$ cat src/rtl/edo_pkg.sv
package edo_pkg;

  typedef enum logic [1:0] {
    ST_IDLE,   // row strobe high, precharging or waiting
    ST_RCD,    // row open, waiting for RAS-to-CAS delay
    ST_CASL,   // column strobe low, transfer in progress
    ST_PAGE    // row open, column strobe high
  } seq_state_t;

  function automatic int unsigned umax(int unsigned a, int unsigned b);
    return (a > b) ? a : b;
  endfunction

  // Column-low length of a read: the longest of the column-side limits.
  function automatic int unsigned rd_low_cycles(int unsigned t_cas, int unsigned t_cac,
                                                int unsigned t_aa);
    return umax(t_cas, umax(t_cac, t_aa));
  endfunction

  // Column-low length of a write: pulse width versus data hold.
  function automatic int unsigned wr_low_cycles(int unsigned t_cas, int unsigned t_dh);
    return umax(t_cas, t_dh);
  endfunction

  // Headroom that one more page cycle plus the closing edge can take.
  function automatic int unsigned page_guard(int unsigned rd_low, int unsigned wr_low,
                                             int unsigned t_cp);
    return umax(rd_low, wr_low) + t_cp + 2;
  endfunction

  // True when "age" cycles since an event, plus the coming edge, reach lim.
  function automatic logic reached(int unsigned age, int unsigned lim);
    return (age + 1) >= lim;
  endfunction

endpackage

$ cat src/rtl/edo_age_cnt.sv
module edo_age_cnt #(
  parameter int W    = 14,
  parameter int MAXV = 10000
) (
  input  logic         clk,
  input  logic         rst_n,
  input  logic         clr,
  output logic [W-1:0] age
);
  localparam logic [W-1:0] SAT = W'(MAXV);

  // Starts saturated so no limit is pending after reset.
  always_ff @(posedge clk or negedge rst_n) begin
    if (!rst_n)          age <= SAT;
    else if (clr)        age <= '0;
    else if (age != SAT) age <= age + 1'b1;
  end
endmodule

$ cat src/rtl/edo_row_match.sv
module edo_row_match #(
  parameter int ROW_W = 11
) (
  input  logic             clk,
  input  logic             rst_n,
  input  logic             open_row,
  input  logic             close_row,
  input  logic [ROW_W-1:0] new_row,
  input  logic [ROW_W-1:0] cmp_row,
  output logic             hit
);
  logic [ROW_W-1:0] row_q;
  logic             vld_q;

  always_ff @(posedge clk or negedge rst_n) begin
    if (!rst_n) begin
      row_q <= '0;
      vld_q <= 1'b0;
    end else if (close_row) begin
      vld_q <= 1'b0;
    end else if (open_row) begin
      row_q <= new_row;
      vld_q <= 1'b1;
    end
  end

  assign hit = vld_q && (row_q == cmp_row);

  // the sequencer never opens and closes a row on the same edge
  p_open_close_excl_r5: assert property (@(posedge clk) disable iff (!rst_n)
    !(open_row && close_row));
  // a freshly opened row matches the row it was opened for
  p_open_matches_r6: assert property (@(posedge clk) disable iff (!rst_n)
    open_row |=> (vld_q && row_q == $past(new_row)));
endmodule

$ cat src/rtl/edo_page_ctrl.sv
module edo_page_ctrl
  import edo_pkg::*;
#(
  parameter int ROW_W  = 11,
  parameter int COL_W  = 10,
  parameter int DATA_W = 8,
  parameter int T_RAS  = 5,
  parameter int T_RP   = 3,
  parameter int T_RC   = 9,
  parameter int T_RCD  = 2,
  parameter int T_CAS  = 1,
  parameter int T_CP   = 1,
  parameter int T_HPC  = 2,
  parameter int T_RAC  = 5,
  parameter int T_CAC  = 2,
  parameter int T_AA   = 3,
  parameter int T_DH   = 1,
  parameter int T_RASP = 10000
) (
  input  logic                     clk,
  input  logic                     rst_n,
  input  logic                     req_valid,
  output logic                     req_ready,
  input  logic                     req_write,
  input  logic [ROW_W+COL_W-1:0]   req_addr,
  input  logic [DATA_W-1:0]        req_wdata,
  output logic                     rd_valid,
  output logic [DATA_W-1:0]        rd_data,
  input  logic                     ref_req,
  output logic                     ref_gnt,
  output logic                     dram_ras_n,
  output logic                     dram_cas_n,
  output logic                     dram_we_n,
  output logic                     dram_oe_n,
  output logic [((ROW_W > COL_W) ? ROW_W : COL_W)-1:0] dram_addr,
  output logic [DATA_W-1:0]        dram_dq_out,
  output logic                     dram_dq_oe,
  input  logic [DATA_W-1:0]        dram_dq_in
);
  localparam int DA_W    = (ROW_W > COL_W) ? ROW_W : COL_W;
  localparam int RD_LOW  = int'(rd_low_cycles(T_CAS, T_CAC, T_AA));
  localparam int WR_LOW  = int'(wr_low_cycles(T_CAS, T_DH));
  localparam int GUARD   = int'(page_guard(RD_LOW, WR_LOW, T_CP));
  localparam int CNT_MAX = int'(umax(T_RASP, umax(T_RC, T_RP)));
  localparam int CW      = $clog2(CNT_MAX + 1);
  localparam int NCNT    = 4;
  localparam int IX_RAS  = 0;  // since row strobe fell
  localparam int IX_PRE  = 1;  // since row strobe rose / refresh ended
  localparam int IX_CAS  = 2;  // since column strobe fell
  localparam int IX_CP   = 3;  // since column strobe rose

  seq_state_t         st;
  logic [COL_W-1:0]   pend_col;
  logic               cur_wr;
  logic [DATA_W-1:0]  pend_wd;
  logic [CW-1:0]      age [NCNT];
  logic [NCNT-1:0]    clr_vec;
  logic               hit;

  // Named internal events
  logic ev_ras_fall, ev_ras_rise, ev_cas_fall, ev_cas_rise, ev_ref_end;
  logic can_open, must_close, close_now, page_go, rcd_go, cas_done;
  logic [ROW_W-1:0] req_row;
  logic [COL_W-1:0] req_col;
  int unsigned      low_need;

  assign req_row = req_addr[ROW_W+COL_W-1:COL_W];
  assign req_col = req_addr[COL_W-1:0];

  assign can_open  = (st == ST_IDLE) && !ref_req && !ref_gnt
                     && reached(int'(age[IX_PRE]), T_RP)
                     && reached(int'(age[IX_RAS]), T_RC);
  assign must_close = (st == ST_PAGE) &&
                      (ref_req || (req_valid && !hit) ||
                       (int'(age[IX_RAS]) + 1 + GUARD >= T_RASP));
  assign close_now = must_close && reached(int'(age[IX_RAS]), T_RAS);
  assign page_go   = (st == ST_PAGE) && !must_close && hit
                     && reached(int'(age[IX_CP]), T_CP)
                     && reached(int'(age[IX_CAS]), T_HPC);
  assign rcd_go    = (st == ST_RCD) && reached(int'(age[IX_RAS]), T_RCD);
  assign low_need  = cur_wr ? WR_LOW : RD_LOW;
  assign cas_done  = (st == ST_CASL) && reached(int'(age[IX_CAS]), low_need)
                     && (cur_wr || reached(int'(age[IX_RAS]), T_RAC));

  assign req_ready   = can_open || page_go;
  assign ev_ras_fall = can_open && req_valid;
  assign ev_ras_rise = close_now;
  assign ev_cas_fall = rcd_go || (page_go && req_valid);
  assign ev_cas_rise = cas_done;
  assign ev_ref_end  = ref_gnt && !ref_req;

  assign clr_vec[IX_RAS] = ev_ras_fall;
  assign clr_vec[IX_PRE] = ev_ras_rise || ev_ref_end;
  assign clr_vec[IX_CAS] = ev_cas_fall;
  assign clr_vec[IX_CP]  = ev_cas_rise;

  for (genvar g = 0; g < NCNT; g++) begin : g_age
    edo_age_cnt #(.W(CW), .MAXV(CNT_MAX)) u_age (
      .clk(clk), .rst_n(rst_n), .clr(clr_vec[g]), .age(age[g])
    );
  end

  edo_row_match #(.ROW_W(ROW_W)) u_row (
    .clk(clk), .rst_n(rst_n), .open_row(ev_ras_fall), .close_row(ev_ras_rise),
    .new_row(req_row), .cmp_row(req_row), .hit(hit)
  );

  always_ff @(posedge clk or negedge rst_n) begin
    if (!rst_n) begin
      st          <= ST_IDLE;
      dram_ras_n  <= 1'b1;
      dram_cas_n  <= 1'b1;
      dram_we_n   <= 1'b1;
      dram_oe_n   <= 1'b1;
      dram_dq_oe  <= 1'b0;
      dram_addr   <= '0;
      dram_dq_out <= '0;
      rd_valid    <= 1'b0;
      rd_data     <= '0;
      ref_gnt     <= 1'b0;
      pend_col    <= '0;
      pend_wd     <= '0;
      cur_wr      <= 1'b0;
    end else begin
      rd_valid <= 1'b0;
      unique case (st)
        ST_IDLE: begin
          ref_gnt <= ref_req && reached(int'(age[IX_PRE]), T_RP);
          if (ev_ras_fall) begin
            dram_ras_n <= 1'b0;
            dram_addr  <= DA_W'(req_row);
            pend_col   <= req_col;
            pend_wd    <= req_wdata;
            cur_wr     <= req_write;
            st         <= ST_RCD;
          end
        end
        ST_RCD: begin
          if (rcd_go) begin
            dram_cas_n  <= 1'b0;
            dram_addr   <= DA_W'(pend_col);
            dram_we_n   <= !cur_wr;
            dram_oe_n   <= cur_wr;
            dram_dq_oe  <= cur_wr;
            dram_dq_out <= pend_wd;
            st          <= ST_CASL;
          end
        end
        ST_CASL: begin
          if (cas_done) begin
            dram_cas_n <= 1'b1;
            dram_we_n  <= 1'b1;
            dram_oe_n  <= 1'b1;
            dram_dq_oe <= 1'b0;
            if (!cur_wr) begin
              rd_valid <= 1'b1;
              rd_data  <= dram_dq_in;
            end
            st <= ST_PAGE;
          end
        end
        ST_PAGE: begin
          if (close_now) begin
            dram_ras_n <= 1'b1;
            st         <= ST_IDLE;
          end else if (page_go && req_valid) begin
            dram_cas_n  <= 1'b0;
            dram_addr   <= DA_W'(req_col);
            dram_we_n   <= !req_write;
            dram_oe_n   <= req_write;
            dram_dq_oe  <= req_write;
            dram_dq_out <= req_wdata;
            cur_wr      <= req_write;
            st          <= ST_CASL;
          end
        end
        default: st <= ST_IDLE;
      endcase
    end
  end

  // column strobe low only inside an open row
  p_cas_in_row_r4: assert property (@(posedge clk) disable iff (!rst_n)
    !dram_cas_n |-> !dram_ras_n);
  // early write, data driven and output enable high at the column fall
  p_early_write_r7: assert property (@(posedge clk) disable iff (!rst_n)
    ($fell(dram_cas_n) && !dram_we_n) |-> (dram_oe_n && dram_dq_oe));
  // write enable only during a column-low pulse with data driven
  p_we_window_r7: assert property (@(posedge clk) disable iff (!rst_n)
    !dram_we_n |-> (!dram_cas_n && dram_dq_oe));
  // output enable never overlaps the write driver
  p_oe_read_only_r8: assert property (@(posedge clk) disable iff (!rst_n)
    !dram_oe_n |-> (!dram_dq_oe && dram_we_n && !dram_cas_n));
  // read valid is a single pulse aligned with the column rise
  p_rdv_pulse_r8: assert property (@(posedge clk) disable iff (!rst_n)
    rd_valid |=> !rd_valid);
  p_rdv_at_rise_r8: assert property (@(posedge clk) disable iff (!rst_n)
    rd_valid |-> $rose(dram_cas_n));
  // grant only with the DRAM quiet and no host acceptance
  p_gnt_quiet_r10: assert property (@(posedge clk) disable iff (!rst_n)
    ref_gnt |-> (dram_ras_n && dram_cas_n && !req_ready));
  p_ref_blocks_r10: assert property (@(posedge clk) disable iff (!rst_n)
    ref_req |-> !req_ready);
  // the row strobe low time stays under the page-mode limit
  p_rasp_r11: assert property (@(posedge clk) disable iff (!rst_n)
    !dram_ras_n |-> (int'(age[IX_RAS]) < T_RASP));
endmodule

$ cat config.mk
export PLATFORM = sky130hd
export DESIGN_NAME = edo_page_ctrl
export DESIGN_NICKNAME = d
export VERILOG_FILES = /design/src/rtl/edo_pkg.sv /design/src/rtl/edo_age_cnt.sv /design/src/rtl/edo_row_match.sv /design/src/rtl/edo_page_ctrl.sv
export SDC_FILE = /design/constraint.sdc
export NUM_CORES = 1
export LEC_CHECK = 0
export ABC_CLOCK_PERIOD_IN_PS = 3900
export BUFFER_PORTS_ARGS = -buffer_cell sky130_fd_sc_hd__buf_2
export CAP_MARGIN = 25
export CORE_UTILIZATION = 55
export CTS_CLUSTER_DIAMETER = 60
export CTS_CLUSTER_SIZE = 16
export DETAILED_ROUTE_END_ITERATION = 8
export GPL_ROUTABILITY_DRIVEN = 0
export PLACE_DENSITY = 0.82
export SLEW_MARGIN = 0
export SYNTH_ARGS = -nofsm -noshare
export SYNTH_HDL_FRONTEND = slang
export SYNTH_SLANG_ARGS = --single-unit
$ cat constraint.sdc
create_clock -name clk -period 3.9 [get_ports clk]
set_input_delay 0.195 -clock clk [delete_from_list [all_inputs] [get_ports clk]]
set_output_delay 0.195 -clock clk [all_outputs]
set_load 0.05 [all_outputs]
==> qor.log, run 1 <==
qor: setup_path.dominant_delay_contributor_by_cell_family_on_the_critical_path compound AO/OA/AOI/OAI gates
qor: floorplanning.area_enclosed_by_the_die_boundary 13500 um2
qor: floorplanning.die_w 116 um
qor: sta.max_slew_margin 0.368
qor: logic_synthesis.ys_dominant_reg_cell sky130_fd_sc_hd__dfrtp_1
qor: sta.fmax 278 MHz
qor: setup_path.cp.arrival 3.40 ns
qor: final_layout.antenna_cells_inserted 0
qor: final_layout.final_layout_size_suffix_gt1_frac 0.262
qor: power_and_ir_drop.total_power 6.90 mW
qor: setup_path.crit_path_max_fanout 7
qor: placement.dpl.hpwl 11.3 mm
qor: global_routing.grt_remaining_overflow 0
qor: route.wl_per_cell 16.6 um
qor: final_layout.nNetsFinal 842
qor: floorplanning.io-pin-count 77
qor: route.route.detailed.drc 0
qor: placement.port_buffers 76
qor: clock_network.clock_tree.htree_level_count 4
qor: setup_path.required 3.70 ns
qor: flow_run.cap_viol_max_count 0
qor: route.routed-wl-met3 955 um
qor: logic_synthesis.post_synthesis_async_set_or_reset_flop_share 1.00
qor: sta.hold_violations 0
qor: route.via_count 5719
qor: clock_network.sinks_on_clock_net 123
qor: logic_synthesis.seq_area_frac_synth 0.434
qor: logic_synthesis.yosys.area.top_type_share 0.346
qor: sta.timing_worst_slew_pin_value 0.941 ns
qor: clock_network.clock_latency 0.43 ns
qor: setup_path.cp_slowest_stage_delay 0.76 ns
qor: final_layout.final_core_utilization 0.656
qor: floorplanning.rows 41
qor: final_layout.area.growth.synth_to_final 16.1%
qor: global_routing.wire_length_of_the_first_global_routing_pass 26.7 mm
qor: clock_network.tritoncts done
qor: route.met2WireLength 7.75 mm
qor: sta.rsz_0062_raised_after_global_routing no
qor: setup_path.timing.critical_path.cells ha_1 -> and4_1 -> and3_1 -> a21oi_1 -> a2111oi_0 -> a311oi_1 -> a31o_2 -> buf_2
qor: clock_network.cts-root-to-sink-buffers 2
qor: final_layout.fin_area 8310 um2
qor: floorplanning.placeableCoreArea 12700 um2
qor: route.ant_nets 0
qor: clock_network.root_buffer sky130_fd_sc_hd__clkbuf_16
qor: setup_path.endpoint_kind output port
qor: sta.timing.final.crit_share 0.923
qor: outcome.run_status completed
qor: sta.finalSetupViolations 0
qor: clock_network.worst_setup_hold_path_clk_slew 0.06 ns
qor: clock_network.ctsResizeCount 0
qor: logic_synthesis.post_synth_instance_area 7150 um2
qor: sta.slew_violations 0
qor: floorplanning.die_height 116 um
qor: sta.min_period 3.60 ns
qor: route.routed.top_layer met4
qor: logic_synthesis.synth_edf_count 0
qor: route.drtIter0Drc 477
qor: logic_synthesis.post-synth-top-area-cell sky130_fd_sc_hd__dfrtp_1
qor: setup_path.worst_setup_path_start_kind flop
qor: route.wirelength_met1 6.95 mm
qor: floorplanning.start_util 0.565
qor: route.post_drt_via_cell_ratio 5.91
qor: setup_path.critical_path.slowest_cell sky130_fd_sc_hd__a2111oi_0
qor: global_routing.grt_start_max_net_pins 51
qor: logic_synthesis.ys_seq_elements 123
qor: clock_network.cts-buffers-inserted 17
qor: setup_path.timing.critical_path.buf_inv 1
qor: power_and_ir_drop.vdd_drop_max 0.597 mV
qor: global_routing.first_global_vias 5548
qor: placement.placed_area 7620 um2
qor: logic_synthesis.synth_fp_nets 766
qor: power_and_ir_drop.pwr_density_cell 830 nW/um2
qor: logic_synthesis.synth-warning-count 0
qor: sta.setup_tns 0 ns
qor: sta.hold_ws 0.0123 ns
qor: global_routing.grt.total_usage 0.258
qor: logic_synthesis.number_of_different_library_cells_in_the_post_synthesis_netlist 70
qor: route.drt_pass1_iterations 5
qor: logic_synthesis.syn-instance-count 706
qor: logic_synthesis.synth.top_cells.by_area sky130_fd_sc_hd__dfrtp_1 (35%), sky130_fd_sc_hd__dfstp_2 (8.8%), sky130_fd_sc_hd__mux2_2 (6.3%)
qor: logic_synthesis.syn-mean-instance-area 10.1 um2
qor: power_and_ir_drop.cell_leakage_power 3.56 nW
qor: final_layout.fillerInstances 964
qor: route.routed_wl 16.1 mm
qor: setup_path.worstSetupPathType flop to output port
qor: worst_hold_path.worstHoldPathType input pin to flop
qor: sta.skew 0.0185 ns
qor: global_routing.antenna_found_initial 0
[per-layer routing]
| metal | up-vias | GRT usage |
|---|---|---|
| met3 | 36 | 0.0743 |
| met5 | - | 0 |
| met1 | 2804 | 0.320 |
| met4 | 0 | 0.118 |
| met2 | 201 | 0.417 |
| li1 | 2678 | - |
[worst paths after layout]
kind,slack [ns],to,startpoint,cells after the start
setup / recovery,0.30,req_ready,g_age[3].u_age.age[0],8
hold / removal,0.01,pend_wd[4],req_wdata[4],2
setup reg to reg,0.33,dram_addr[2],g_age[3].u_age.age[0],11
hold reg to reg,0.48,dram_we_n,dram_we_n,2
max in group asynchronous,2.60,dram_cas_n,rst_n,3
min in group asynchronous,0.34,rd_data[7],rst_n,2
[stage by stage]
step / setup slack (ns) / cells
floorplan: 0.884 / 706
global placement: 0.561 / 925
detailed placement: 0.400 / 925
CTS: 0.291 / 967
global route: 0.0512 / 967
finish: 0.302 / 967
[cell usage after synthesis, drive strengths merged, types with 2 or more instances]
cell	instances
a2111oi	3
a211o	2
a211oi	5
a21boi	2
a21oi	14
a22oi	10
a311oi	2
a31o	5
a31oi	5
a32oi	3
and2	7
and3	9
and4	5
buf	24
clkbuf	12
dfrtp	99
dfstp	24
ha	18
inv	19
mux2	67
mux2i	9
nand2	53
nand2b	5
nand3	26
nand4	27
nand4b	2
nor2	83
nor2b	6
nor3	30
nor3b	3
nor4	11
nor4b	3
o21a	6
o21ai	8
o21bai	2
o31ai	2
o32a	2
or2	2
or3	10
or4	3
xnor2	44
xor2	22
[cell families after synthesis]
logic type               count (synthesis)  share of synthesized area
buffers and inverters                   55                     0.0355
AND/OR/NAND/NOR                        288                      0.213
adder cells (fa/ha/maj)                 18                     0.0315
flip-flops                             123                      0.434
multiplexers                            76                      0.123
AO/OA/AOI/OAI                           80                     0.0813
XOR/XNOR                                66                     0.0808
[worst register-to-register path, cell delays in order (launching register included)]
cell and delay [ns]:
sky130_fd_sc_hd__dfrtp_1 0.47, sky130_fd_sc_hd__ha_1 0.34, sky130_fd_sc_hd__and4_1 0.29, sky130_fd_sc_hd__and3_1 0.22, sky130_fd_sc_hd__a21oi_1 0.09, sky130_fd_sc_hd__a2111oi_0 0.76, sky130_fd_sc_hd__a31o_1 0.27, sky130_fd_sc_hd__o31a_1 0.21
sky130_fd_sc_hd__or2_4 0.21, sky130_fd_sc_hd__nor3_4 0.05, sky130_fd_sc_hd__buf_4 0.22, sky130_fd_sc_hd__mux2_4 0.33
[cells in the final DEF (no fill, tap or decap), types with 17 or more instances in the layout]
cell,netlist,final
sky130_fd_sc_hd__buf_2,20,75
sky130_fd_sc_hd__clkbuf_16,0,17
sky130_fd_sc_hd__dfrtp_1,99,99
sky130_fd_sc_hd__dfstp_2,24,24
sky130_fd_sc_hd__ha_1,18,18
sky130_fd_sc_hd__inv_1,19,19
sky130_fd_sc_hd__mux2_1,17,17
sky130_fd_sc_hd__mux2_2,40,40
sky130_fd_sc_hd__nand2_1,53,53
sky130_fd_sc_hd__nand3_1,23,23
sky130_fd_sc_hd__nand4_1,26,26
sky130_fd_sc_hd__nor2_1,82,82
sky130_fd_sc_hd__nor3_1,26,26
sky130_fd_sc_hd__xnor2_1,44,44
sky130_fd_sc_hd__xor2_1,22,22
[registers in the layout (all words and copies together) (netlist names)]
name and cells:
ref_gnt 1, dram_dq_out 8, u_row.row_q 11, dram_cas_n 1
dram_oe_n 1, rd_valid 1, pend_col 10, dram_dq_oe 1
cur_wr 1, dram_we_n 1, pend_wd 8, rd_data 8
u_row.vld_q 1, g_age.u_age.age 56, dram_ras_n 1, dram_addr 11
st 2
[power breakdown]
part / internal (mW) / leakage (nW) / switching [mW] / total (mW)
Clock: 0.959 / 0.276 / 0.585 / 1.54
Combinational: 1.23 / 1.79 / 1.91 / 3.14
Sequential: 1.77 / 1.50 / 0.439 / 2.21
[final cells by class]
type                       count  area (um2)  share of cell area
sequential                   123        3110               0.374
tap                          172         215              0.0259
clock buffer                  19         443              0.0533
multi-input combinational    528        3790               0.456
clock inverter                13         144              0.0173
inverter                      19        71.3             0.00858
timing repair buffer          93         536              0.0645
[repair_timing]
action                    CTS  global route
hold buffers               10             0
setup buffers               0             0
hold endpoints to repair   43             0
No activity file was read; power rests on OpenSTA's default activity.
==> inputs of run 2 (changes only) <==
--- a/config.mk
+++ b/config.mk
@@ -7,2 +7,3 @@
 export LEC_CHECK = 0
+export ABC_AREA = 1
 export ABC_CLOCK_PERIOD_IN_PS = 3900
--- a/constraint.sdc
+++ b/constraint.sdc
@@ -3,2 +3,2 @@
 set_output_delay 0.195 -clock clk [all_outputs]
-set_load 0.05 [all_outputs]
+set_load 0.01 [all_outputs]
==> run 2 against run 1 <==
Net effect:
- global-route usage is 1.1 points higher
- sequential cell count did not move
- synthesized cell count grew 49%
- setup slack better by 0.72 ns
- first-iteration DRC count rose by 33%
- largest power group unchanged
==> qor.log, run 2 <==
qor: floorplanning.placeableCoreArea 13200 um2 [+4.5%]
qor: logic_synthesis.synthAdderAreaFrac 0.0302 [-0.00133]
qor: logic_synthesis.synth_compound_area_frac 0.0667 [-0.0147]
qor: route.wl_per_cell 13.4 um [-20%]
qor: placement.dpl.hpwl 12.5 mm [+10%]
qor: logic_synthesis.ys_dominant_reg_cell sky130_fd_sc_hd__dfrtp_1
qor: clock_network.clock_latency 0.42 ns [about the same]
qor: power_and_ir_drop.vdd_drop_max 0.556 mV [-6.8%]
qor: logic_synthesis.synthTopCellsByCount sky130_fd_sc_hd__nand2_1 (366), sky130_fd_sc_hd__inv_1 (120), sky130_fd_sc_hd__nor2_1 (118)
qor: sta.min_period 2.88 ns [-0.718 ns]
qor: route.met2WireLength 8.58 mm [+11%]
qor: route.routed-wl-met3 840 um [-12%]
qor: clock_network.cts.hold.buffers_added 13 [+3]
qor: sta.setup_tns 0 ns [unchanged]
qor: clock_network.sinks_on_clock_net 123 [unchanged]
qor: logic_synthesis.post_synthesis_async_set_or_reset_flop_share 1.00 [unchanged]
qor: logic_synthesis.ys_seq_elements 123 [unchanged]
qor: global_routing.grt.total_usage 0.269 [+0.0113]
qor: logic_synthesis.synth.top_cells.by_area sky130_fd_sc_hd__dfrtp_1 (33%), sky130_fd_sc_hd__nand2_1 (18%), sky130_fd_sc_hd__dfstp_2 (8.4%)
qor: worst_hold_path.hold_path_startpoint req_wdata[0]
qor: route.routed_wl 17.8 mm [+11%]
qor: global_routing.grt_remaining_overflow 0 [unchanged]
qor: clock_network.ctsResizeCount 0 [unchanged]
qor: final_layout.final_common_cell sky130_fd_sc_hd__nand2_1
qor: final_layout.registers.top_by_ff_count g_age.u_age.age
qor: clock_network.tritoncts done
qor: route.drt_pass1_iterations 6 [+1]
qor: worst_hold_path.worst_hold_path.endpoint pend_wd[0]
qor: sta.max_slew_margin 0.312 [-0.0563]
qor: final_layout.final_layout_size_suffix_gt1_frac 0.147 [-0.115]
qor: clock_network.cts-root-to-sink-buffers 2 [unchanged]
qor: clock_network.cts-buffers-inserted 17 [unchanged]
qor: route.route.detailed.drc 0 [unchanged]
qor: final_layout.area.growth.synth_to_final 16.6%
qor: floorplanning.area_enclosed_by_the_die_boundary 14000 um2 [+4.3%]
qor: route.ant_nets 0 [unchanged]
qor: sta.skew 0.00837 ns [-0.0102 ns]
qor: route.via_count 7113 [+24%]
qor: outcome.run_status completed
qor: setup_path.worst_setup_path_start_kind flop
qor: clock_network.clock_tree.htree_level_count 4 [unchanged]
qor: final_layout.nNetsFinal 1201 [+43%]
qor: clock_network.worst_setup_hold_path_clk_slew 0.06 ns [about the same]
qor: logic_synthesis.synth_top_family_by_area simple AND/OR/NAND/NOR gates
qor: logic_synthesis.yosys.cell_count.top_type sky130_fd_sc_hd__nand2_1
qor: route.routed.top_layer met4
qor: clock_network.root_buffer sky130_fd_sc_hd__clkbuf_16
qor: power_and_ir_drop.cell_leakage_power 4.37 nW [+23%]
qor: setup_path.crit_path_max_fanout 21 [+14]
qor: logic_synthesis.post_synth_instance_area 7470 um2 [+4.4%]
qor: setup_path.required 4.20 ns [+0.50 ns]
qor: floorplanning.start_util 0.564 [-0.000566]
qor: logic_synthesis.yosys.area.top_type_share 0.332 [-0.0146]
qor: sta.slew_violations 0 [unchanged]
qor: setup_path.timing.rr.start g_age[0].u_age.age[1]
qor: logic_synthesis.synth_edf_count 0 [unchanged]
qor: logic_synthesis.synth_mux_area_frac 0 [-0.123]
qor: final_layout.final_cell_mix sky130_fd_sc_hd__nand2_1 (366), sky130_fd_sc_hd__inv_1 (120), sky130_fd_sc_hd__nor2_1 (118)
qor: floorplanning.io-pin-count 77 [unchanged]
qor: floorplanning.die_height 119 um [+2.1%]
qor: logic_synthesis.syn-instance-count 1053 [+49%]
qor: flow_run.cap_viol_max_count 0 [unchanged]
qor: floorplanning.rows 42 [+2.4%]
qor: route.drtIter0Drc 634 [+33%]
qor: sta.hold_violations 0 [unchanged]
qor: final_layout.fillerInstances 1109 [+15%]
qor: logic_synthesis.synth_fp_nets 1113 [+45%]
qor: logic_synthesis.number_of_different_library_cells_in_the_post_synthesis_netlist 43 [-39%]
qor: logic_synthesis.syn-mean-instance-area 7.09 um2 [-30%]
qor: final_layout.largestRegisters g_age.u_age.age x56, dram_addr x11, u_row.row_q x11
qor: global_routing.grt_start_max_net_pins 69 [+35%]
qor: setup_path.cp.arrival 3.18 ns [-0.22 ns]
qor: setup_path.regToRegEndpoint dram_dq_out[3]
qor: final_layout.fin_area 8710 um2 [+4.8%]
qor: global_routing.wire_length_of_the_first_global_routing_pass 30.3 mm [+14%]
qor: placement.placed_area 7970 um2 [+4.6%]
qor: logic_synthesis.post-synth-top-area-cell sky130_fd_sc_hd__dfrtp_1
qor: logic_synthesis.seq_area_frac_synth 0.416 [-0.0183]
qor: worst_hold_path.worstHoldPathType input pin to flop
qor: floorplanning.die_w 119 um [+2.1%]
qor: sta.timing.final.crit_share 0.738 [-0.184]
qor: route.wirelength_met1 7.88 mm [+13%]
qor: sta.rsz_0062_raised_after_global_routing no
qor: placement.port_buffers 76 [unchanged]
qor: sta.fmax 347 MHz [+25%]
qor: worst_hold_path.holdPathStages 3 [+1]
qor: sta.timing_worst_slew_pin_value 1.03 ns [+0.0848 ns]
qor: setup_path.worstSetupPathType flop to flop
qor: global_routing.first_global_vias 6618 [+19%]
qor: sta.finalSetupViolations 0 [unchanged]
qor: setup_path.ff2ff_path_depth 15 [+4]
qor: setup_path.endpoint_kind flop
qor: route.post_drt_via_cell_ratio 5.35 [-9.6%]
qor: final_layout.largest_reg_flops 56 [unchanged]
qor: logic_synthesis.synth-warning-count 0 [unchanged]
qor: logic_synthesis.yosys.area_share.simple 0.390 [+0.177]
qor: global_routing.antenna_found_initial 1 [+1]
qor: logic_synthesis.synth_xor_xnor_area_share 0.0141 [-0.0667]
qor: clock_network.postCtsSetupBuffers 0 [unchanged]
qor: power_and_ir_drop.pwr_density_cell 754 nW/um2 [-9.2%]
qor: setup_path.setup.reg_to_reg.worst_slack 1.02 ns [+0.69 ns]
qor: power_and_ir_drop.total_power 6.56 mW [-4.8%]
[run 2: cell types whose count changed after synthesis, moves of 11 or more]
cell and change:
sky130_fd_sc_hd__mux2_2 -40, sky130_fd_sc_hd__nand4_1 +17, sky130_fd_sc_hd__nand2_1 +313, sky130_fd_sc_hd__mux2_1 -17, sky130_fd_sc_hd__o21ai_1 +11, sky130_fd_sc_hd__o21ai_0 +33, sky130_fd_sc_hd__inv_1 +101, sky130_fd_sc_hd__xnor2_1 -41
sky130_fd_sc_hd__xor2_1 -13, sky130_fd_sc_hd__nand3_1 +53, sky130_fd_sc_hd__nor2_1 +36, sky130_fd_sc_hd__nor3_1 -20
[run 2: area by class of cell]
type,count,area [um2],area share
diodes,1,2.50,0.000287
flip-flops and latches,123,3110,0.357
clock buffers,18,429,0.0493
inverters,127,479,0.0550
multi-input cells,778,3740,0.430
repair buffers,94,551,0.0632
clock inverters,13,176,0.0203
well taps,176,220,0.0253
[run 2: critical path, stage by stage (launching register included)]
cell and delay [ns]:
sky130_fd_sc_hd__dfrtp_1 0.40, sky130_fd_sc_hd__ha_1 0.27, sky130_fd_sc_hd__nand3_1 0.18, sky130_fd_sc_hd__nor2_2 0.22, sky130_fd_sc_hd__nand2_1 0.07, sky130_fd_sc_hd__nand2_1 0.08
sky130_fd_sc_hd__nand2_1 0.11, sky130_fd_sc_hd__nand3b_1 0.20, sky130_fd_sc_hd__nor2_1 0.19, sky130_fd_sc_hd__nand2_1 0.13, sky130_fd_sc_hd__nand3_4 0.15, sky130_fd_sc_hd__nand2_4 0.06
sky130_fd_sc_hd__inv_4 0.18, sky130_fd_sc_hd__nand3_1 0.29, sky130_fd_sc_hd__nand2_1 0.16, sky130_fd_sc_hd__nand2_1 0.06
[run 2: how the worst max path moves through the flow]
stage	start	endpoint	slack, ns	cells after the start
2_1_floorplan	g_age[0].u_age.age[0]	dram_addr[1]	1.71	17
3_3_place_gp	g_age[0].u_age.age[1]	rd_data[7]	1.16	14
3_5_place_dp	g_age[2].u_age.age[0]	dram_dq_out[0]	1.10	16
4_1_cts	g_age[0].u_age.age[1]	dram_dq_out[3]	1.01	15
5_1_grt	g_age[3].u_age.age[1]	dram_dq_out[0]	0.61	16
6_report	g_age[0].u_age.age[1]	dram_dq_out[3]	1.02	15
[run 2: metrics by stage]
| step | instances | setup slack, ns | hold slack [ns] | utilization |
|---|---|---|---|---|
| floorplan | 1053 | 1.71 | -0.101 | - |
| global placement | 1285 | 1.16 | 0.355 | 0.602 |
| detailed placement | 1285 | 1.10 | 0.356 | 0.602 |
| CTS | 1329 | 1.01 | 0.000187 | 0.657 |
| global route | 1330 | 0.611 | 0.0100 | 0.658 |
| finish | 1330 | 1.02 | 0.00564 | 0.658 |
[run 2: kinds of logic after synthesis]
family                     count (synthesis)
xor gates and xnor gates                  12
DFF                                      123
buffers and inverters                    152
adders and majority gates                 18
AOI/OAI and AO/OA                         89
and+or+nand+nor                          659
[run 2: routing by layer]
| metal | up-vias | global-route usage |
|---|---|---|
| met1 | 3287 | 0.345 |
| met3 | 45 | 0.0574 |
| li1 | 3569 | - |
| met2 | 212 | 0.443 |
| met5 | - | 0 |
| met4 | 0 | 0.108 |
[run 2: power by group]
part | leakage [nW] | total, mW | internal [mW] | switching, mW
clock | 0.291 | 1.63 | 1.06 | 0.575
sequential | 1.50 | 2.18 | 1.80 | 0.381
combinational | 2.58 | 2.75 | 0.962 | 1.79
